File: src/rtl/flr_pkg.sv
package flr_pkg;
  localparam logic [7:0] OPC_FAST_READ = 8'h0B;
  localparam logic [7:0] OPC_PROGRAM   = 8'h02;
  localparam logic [7:0] OPC_WR_ENABLE = 8'h06;
  localparam logic [7:0] OPC_STATUS    = 8'h05;

  typedef enum logic [3:0] {
    PH_OPCODE, PH_ADDR, PH_DUMMY, PH_RD_DATA, PH_PG_DATA,
    PH_PG_FULL, PH_WREN, PH_STATUS, PH_SKIP
  } phase_t;
endpackage

File: src/rtl/flr_link_edges.sv
module flr_link_edges (
  input  logic clk,
  input  logic rst_n,
  input  logic sck,
  input  logic cs_n,
  output logic sck_rise,
  output logic sck_fall,
  output logic sel_end
);
  logic sck_q, cs_q;

  always_ff @(posedge clk or negedge rst_n) begin
    if (!rst_n) begin
      sck_q <= 1'b0;
      cs_q  <= 1'b1;
    end else begin
      sck_q <= sck;
      cs_q  <= cs_n;
    end
  end

  // edges only count while the device is selected
  assign sck_rise = sck & ~sck_q & ~cs_n;
  assign sck_fall = ~sck & sck_q & ~cs_n;
  assign sel_end  = cs_n & ~cs_q;
endmodule

File: src/rtl/flr_busy_timer.sv
module flr_busy_timer #(
  parameter int CYCLES = 600,
  localparam int CW = $clog2(CYCLES + 1)
) (
  input  logic clk,
  input  logic rst_n,
  input  logic start,
  output logic busy,
  output logic done
);
  logic [CW-1:0] cnt;

  always_ff @(posedge clk or negedge rst_n) begin
    if (!rst_n)                     cnt <= '0;
    else if (start && cnt == '0)    cnt <= CW'(CYCLES);
    else if (cnt != '0)             cnt <= cnt - CW'(1);
  end

  assign busy = (cnt != '0);
  assign done = (cnt == CW'(1));

  a_r5_busy_after_start: assert property (@(posedge clk) disable iff (!rst_n)
    start |=> busy);
endmodule

File: src/rtl/flr_byte_array.sv
module flr_byte_array #(
  parameter int DEPTH = 256,
  localparam int IDX_W = $clog2(DEPTH)
) (
  input  logic             clk,
  input  logic             rst_n,
  input  logic             we,
  input  logic             and_mode,
  input  logic [IDX_W-1:0] waddr,
  input  logic [7:0]       wdata,
  input  logic [IDX_W-1:0] raddr,
  output logic [7:0]       rdata
);
  logic [7:0] mem [DEPTH];

  always_ff @(posedge clk) begin
    if (we) mem[waddr] <= and_mode ? (mem[waddr] & wdata) : wdata;
  end

  assign rdata = mem[raddr];

  // a program write may only clear bits
  a_r5_clear_only: assert property (@(posedge clk) disable iff (!rst_n)
    (we && and_mode) |=> ((mem[$past(waddr)] & ~$past(wdata)) == 8'h00));
endmodule

File: src/rtl/spi_flash_responder.sv
module spi_flash_responder
  import flr_pkg::*;
#(
  parameter int          DEPTH       = 256,
  parameter int          ADDR_W      = 24,
  parameter logic [23:0] TOP_ADDR    = 24'h1FFFFF,
  parameter int          PROG_CYCLES = 600,
  localparam int         IDX_W       = $clog2(DEPTH)
) (
  input  logic              clk,
  input  logic              rst_n,
  input  logic              sck,
  input  logic              cs_n,
  input  logic              si,
  output logic              so,
  output logic              so_oe,
  input  logic              guard_on,
  input  logic [ADDR_W-1:0] guard_floor,
  input  logic              ld_valid,
  output logic              ld_ready,
  input  logic [IDX_W-1:0]  ld_addr,
  input  logic [7:0]        ld_data
);
  localparam logic [ADDR_W-1:0] TOP = ADDR_W'(TOP_ADDR);
  localparam logic [ADDR_W-1:0] ONE = ADDR_W'(1);

  logic sck_rise, sck_fall, sel_end;
  logic busy, prog_done, prog_start, wel;
  phase_t phase;
  logic [2:0] bit_cnt;
  logic [1:0] byte_cnt;
  logic [6:0] rx;
  logic [7:0] rx_byte, tx, pdata, rd_byte, status;
  logic [ADDR_W-1:0] addr, addr_next;
  logic so_r, is_read, shifting, guarded, advance, ld_fire;

  flr_link_edges u_edges (
    .clk(clk), .rst_n(rst_n), .sck(sck), .cs_n(cs_n),
    .sck_rise(sck_rise), .sck_fall(sck_fall), .sel_end(sel_end));

  flr_busy_timer #(.CYCLES(PROG_CYCLES)) u_timer (
    .clk(clk), .rst_n(rst_n), .start(prog_start), .busy(busy), .done(prog_done));

  flr_byte_array #(.DEPTH(DEPTH)) u_array (
    .clk(clk), .rst_n(rst_n),
    .we(prog_start | ld_fire), .and_mode(prog_start),
    .waddr(prog_start ? addr[IDX_W-1:0] : ld_addr),
    .wdata(prog_start ? pdata : ld_data),
    .raddr(addr[IDX_W-1:0]), .rdata(rd_byte));

  assign rx_byte   = {rx, si};
  assign status    = {6'b0, wel, busy};
  assign shifting  = (phase == PH_RD_DATA) || (phase == PH_STATUS);
  assign guarded   = guard_on && (addr >= guard_floor);
  assign addr_next = (addr == TOP) ? '0 : addr + ONE;
  assign advance   = sck_rise && (bit_cnt == 3'd7) &&
                     ((phase == PH_DUMMY) || (phase == PH_RD_DATA));
  assign prog_start = sel_end && (phase == PH_PG_FULL) && !busy && wel && !guarded;
  assign ld_ready  = cs_n && !busy && !prog_start;
  assign ld_fire   = ld_valid && ld_ready;
  assign so        = so_r;
  assign so_oe     = !cs_n && shifting;

  always_ff @(posedge clk or negedge rst_n) begin
    if (!rst_n) begin
      phase <= PH_OPCODE; bit_cnt <= '0; byte_cnt <= '0; rx <= '0;
      addr <= '0; pdata <= '0; tx <= '0; so_r <= 1'b0; is_read <= 1'b0;
    end else if (cs_n) begin
      phase <= PH_OPCODE; bit_cnt <= '0; byte_cnt <= '0;
    end else if (sck_rise) begin
      bit_cnt <= bit_cnt + 3'd1;
      rx      <= rx_byte[6:0];
      if (bit_cnt == 3'd7) begin
        unique case (phase)
          PH_OPCODE: begin
            if (rx_byte == OPC_STATUS) begin
              phase <= PH_STATUS; tx <= status;
            end else if (busy) phase <= PH_SKIP;
            else begin
              unique case (rx_byte)
                OPC_FAST_READ: begin phase <= PH_ADDR; is_read <= 1'b1; end
                OPC_PROGRAM:   begin phase <= PH_ADDR; is_read <= 1'b0; end
                OPC_WR_ENABLE: phase <= PH_WREN;
                default:       phase <= PH_SKIP;
              endcase
            end
          end
          PH_ADDR: begin
            addr     <= {addr[ADDR_W-9:0], rx_byte};
            byte_cnt <= byte_cnt + 2'd1;
            if (byte_cnt == 2'd2) phase <= is_read ? PH_DUMMY : PH_PG_DATA;
          end
          PH_DUMMY:   begin phase <= PH_RD_DATA; tx <= rd_byte; addr <= addr_next; end
          PH_RD_DATA: begin tx <= rd_byte; addr <= addr_next; end
          PH_PG_DATA: begin pdata <= rx_byte; phase <= PH_PG_FULL; end
          PH_STATUS:  tx <= status;
          default: ;
        endcase
      end
    end else if (sck_fall && shifting) begin
      so_r <= tx[7];
      tx   <= {tx[6:0], 1'b0};
    end
  end

  always_ff @(posedge clk or negedge rst_n) begin
    if (!rst_n)                                       wel <= 1'b0;
    else if (prog_done)                               wel <= 1'b0;
    else if (sel_end && phase == PH_WREN && !busy)    wel <= 1'b1;
  end

  a_r6_start_needs_wel: assert property (@(posedge clk) disable iff (!rst_n)
    prog_start |-> wel);
  a_r7_start_unguarded: assert property (@(posedge clk) disable iff (!rst_n)
    prog_start |-> !(guard_on && addr >= guard_floor));
  a_r8_wel_drops: assert property (@(posedge clk) disable iff (!rst_n)
    prog_done |=> !wel);
  a_r4_wrap_to_zero: assert property (@(posedge clk) disable iff (!rst_n)
    (advance && addr == TOP) |=> (addr == '0));
  a_r11_no_start_busy: assert property (@(posedge clk) disable iff (!rst_n)
    busy |-> !prog_start);
  a_r12_no_load_selected: assert property (@(posedge clk) disable iff (!rst_n)
    !cs_n |-> !ld_ready);
endmodule

File: config.mk
export PLATFORM = sky130hd
export DESIGN_NAME = spi_flash_responder
export DESIGN_NICKNAME = d
export VERILOG_FILES = /design/src/rtl/flr_pkg.sv /design/src/rtl/flr_link_edges.sv /design/src/rtl/flr_busy_timer.sv /design/src/rtl/flr_byte_array.sv /design/src/rtl/spi_flash_responder.sv
export SDC_FILE = /design/constraint.sdc
export NUM_CORES = 2
export LEC_CHECK = 0
export BUFFER_PORTS_ARGS = -buffer_cell sky130_fd_sc_hd__buf_2
export CAP_MARGIN = 10
export CORE_UTILIZATION = 40
export CTS_BUF_LIST = sky130_fd_sc_hd__clkbuf_8
export DETAILED_ROUTE_END_ITERATION = 12
export PLACE_DENSITY = 0.56
export SYNTH_ARGS = -nofsm -noshare
export SYNTH_HDL_FRONTEND = slang
export SYNTH_HIERARCHICAL = 1
export SYNTH_SLANG_ARGS = --single-unit
File: constraint.sdc
create_clock -name clk -period 20.7 [get_ports clk]
set_clock_uncertainty 0.05 [all_clocks]
set_input_delay 4.14 -clock clk [delete_from_list [all_inputs] [get_ports clk]]
set_output_delay 4.14 -clock clk [all_outputs]
set_load 0.05 [all_outputs]
==> reports/metrics.yaml <==
status: "finished, final reports clean"
fin_nets: 5629
wl_met1_um: 137000
wl_um: 353000
synthMuxAreaShare_pct: 27.0
critPathKind: "in -> reg"
power_density_nw_per_um2: 79.0
reg2reg_from: "addr[0]"
r2r_end: "u_array/mem[236][3]"
syn_to_final_growth_pct: 10.7
power_uw: 8830
htreeDepth: 5
cts-root-buf: "clkbuf_8"
cp_top_family: "buffers and inverters"
wl_met2_um: 159000
min_from: "so"
gp_congestion: 0.933
synth_top_cell_area_share_pct: 60.9
whs_ns: 0.448
avgSynthCellArea_sq_um: 18.9
routed.top_layer: "met5"
crit_slowest_cell: "nor4_1"
grt_max_degree: 121
overflow: 0
synth_xor_xnor_area_share_pct: 0.0347
syn_area_sq_um: 101000
arrival_ns: 12.53
grt_pass1_wl_um: 489000
worstMarginPinSlew_ns: 1.33
antenna_found_initial: 22
yosysMostFrequentCell: "edfxtp_1"
die_w_um: 504
synth-edff-count: 2048
synth_cell_types: 94
min_path_cells: 1
worstSetupStartpointType: "primary input"
ys.warnings.count: 6
netlist_top_cells_count: "2048 x edfxtp_1, 1079 x mux4_2, 330 x nor2_1, 235 x mux2i_1, 161 x clkbuf_1"
drt-pass1-iter-count: 6
vdd_drop_max_v: 0.0000427
tritoncts: "built"
drv_slew: 0
hold_violations: 0
vias_per_cell: 6.65
insertion_delay_ns: 1.13
cts_buffer_depth: 4
setup_viol: 0
required_ns: 21.25
yosys.area_share.simple_pct: 3.60
max-cap-violations: 0
grt_usage_pct: 27.5
wl_met3_um: 38300
hold_buffers: 0
tns_ns: 0
hold_end: "so"
post_drt_wl_per_cell_um: 38.5
async_reset_ff_share_pct: 3.35
rsz0062_at_grt: "no"
synth_nets: 5419
synth-adder-area-share_pct: 0.372
top_level_ports: 50
drive_gt1_share_pct: 32.7
die-area_sq_um: 254000
seq_area_frac_synth_pct: 62.7
max_freq_mhz: 83.5
cts.clk_slew.worst_paths_ns: 0.06
first_iter_violations: 8769
synth_top_family_by_area: "multiplexers"
drc: 0
ant_nets: 0
relSlewSlack_pct: 10.6
reg2reg_slack_ns: 11.07
hold_path_class: "reg -> reg"
netlist_top_cells_area: "edfxtp_1 61%, mux4_2 24%, mux2i_1 2.3%"
ys.flop_type: "edfxtp_1"
hpwl_um: 230000
crit_path_max_fanout: 90
rr_worst_depth: 21
cellLeakagePower_uw: 0.0343
post_cts_buffers: 0
grt_pass1_vias: 60000
min_period_ns: 11.98
start_util_pct: 40.2
port_buffers: 49
die_y_um: 504
ctsResizeCount: 0
fin_crit_sh_pct: 57.9
synth-seq-cells: 2119
synth_top_cell_by_area: "edfxtp_1"
cts.sinks: 2119
nFillCells: 21600
cts_buffers: 373
rows: 184
synth_compound_area_share_pct: 3.87
core_sq_um: 251000
vias: 61000
cp_slowest_stage_delay_ns: 1.13
path_buf_inv: 8
path_cells: "buf_2, inv_1, ha_1, nand4_1, or4_4, a2111oi_4, nor3_4, buf_4, mux2_8, buf_12, buf_12, buf_12, mux2i_1, a22oi_1, a22oi_1, a31oi_1, nor4_1, nand4_1, o31a_2, buf_4, buf_4"
synth_cells: 5342
end_kind: "flip-flop"
[worst reg2reg max path: stages, from the launching register on]
cell and delay [ns]:
dfrtp_4 0.87, inv_1 0.21, ha_1 0.32, nor2_1 0.10
a21oi_1 0.09, o31ai_1 0.34, a2111oi_4 0.15, nor3_4 0.17
buf_4 0.38, mux2_8 0.77, buf_12 0.58, buf_12 0.48
buf_12 0.67, mux2i_1 0.45, a22oi_1 0.26, a22oi_1 0.31
a31oi_1 0.12, nor4_1 1.13, nand4_1 0.20, o31a_2 0.42
buf_4 0.35, buf_4 0.52
[registers in the layout (all words and copies together), names as in the netlist]
| name | count |
|---|---|
| addr | 24 |
| u_edges/cs_q | 1 |
| tx | 8 |
| pdata | 8 |
| u_edges/sck_q | 1 |
| phase | 4 |
| bit_cnt | 3 |
| wel | 1 |
| so | 1 |
| byte_cnt | 2 |
| is_read | 1 |
| u_array/mem | 2048 |
| u_timer/cnt | 10 |
| rx | 7 |
[layout make-up]
cell class | count | area [sq um] | area share (%)
flip-flops and latches | 2119 | 63300 | 56.6
multi-input cells | 2737 | 35500 | 31.8
clock buffers | 377 | 5190 | 4.64
well taps | 3348 | 4190 | 3.75
repair buffers | 265 | 2020 | 1.81
clock inverters | 265 | 1360 | 1.21
inverters | 56 | 213 | 0.190
diodes | 6 | 15.0 | 0.0134
[cell families after synthesis]
group                      Yosys count
DFF                               2119
muxes                             1373
and+or+nand+nor                    776
AOI/OAI and AO/OA                  554
buffers and inverters              486
adders and majority gates           30
xor gates and xnor gates             4
[where the power goes]
group	total [uW]	internal (uW)	switching (uW)
combinational	544	168	376
sequential	4740	4720	20.0
clock	3550	1810	1750
[metrics by stage]
step / instances / utilization (%) / setup slack, ns / instance area (sq um)
after floorplan: 5342 / - / 0.500 / 101000
after global placement: 8521 / 41.9 / 7.96 / 105000
after detailed placement: 8522 / 41.9 / 7.79 / 105000
after CTS: 9164 / 44.5 / 8.92 / 112000
after global routing: 9168 / 44.5 / 8.55 / 112000
final: 9173 / 44.5 / 8.72 / 112000
[worst max path at each step]
stage                    start  slack (ns)             endpoint  cells past startpoint
6_report       guard_floor[19]        8.72  u_array/mem[236][3]                     21
5_1_grt        guard_floor[19]        8.55   u_array/mem[80][1]                     21
4_1_cts        guard_floor[19]        8.92   u_array/mem[87][4]                     20
3_5_place_dp   guard_floor[19]        7.79   u_array/mem[68][4]                     20
3_3_place_gp   guard_floor[19]        7.96   u_array/mem[68][4]                     20
2_1_floorplan  guard_floor[22]        0.50    u_array/mem[0][1]                     21
[layout by cell type, fill, tap and decap left out, drive strengths merged, types with 10 or more instances in the layout]
master / Yosys / final
edfxtp: 2048 / 2048
mux4: 1079 / 1079
clkbuf: 161 / 377
nor2: 331 / 331
buf: 269 / 265
mux2i: 235 / 235
nand2: 161 / 161
clkinv: 2 / 155
inv: 54 / 153
a22oi: 114 / 114
a21oi: 101 / 101
o21ai: 76 / 76
nand3: 74 / 74
dfrtp: 70 / 70
mux2: 59 / 59
nor3: 44 / 44
nor2b: 36 / 36
a221oi: 35 / 35
ha: 30 / 30
nand4: 29 / 29
a31oi: 28 / 28
a22o: 25 / 25
o22ai: 24 / 24
a211oi: 22 / 22
o211ai: 19 / 19
and3: 15 / 15
nand2b: 14 / 14
nor4: 14 / 14
o31ai: 10 / 10
a32oi: 10 / 10
bufinv: 0 / 10
[metal layers]
metal  track usage [%]  up-vias
li1                  -    23300
met1              37.7    33000
met2              41.2     3959
met3              7.03      717
met4              12.6       10
met5                 0        -
No activity file was read; power rests on OpenSTA's default activity.
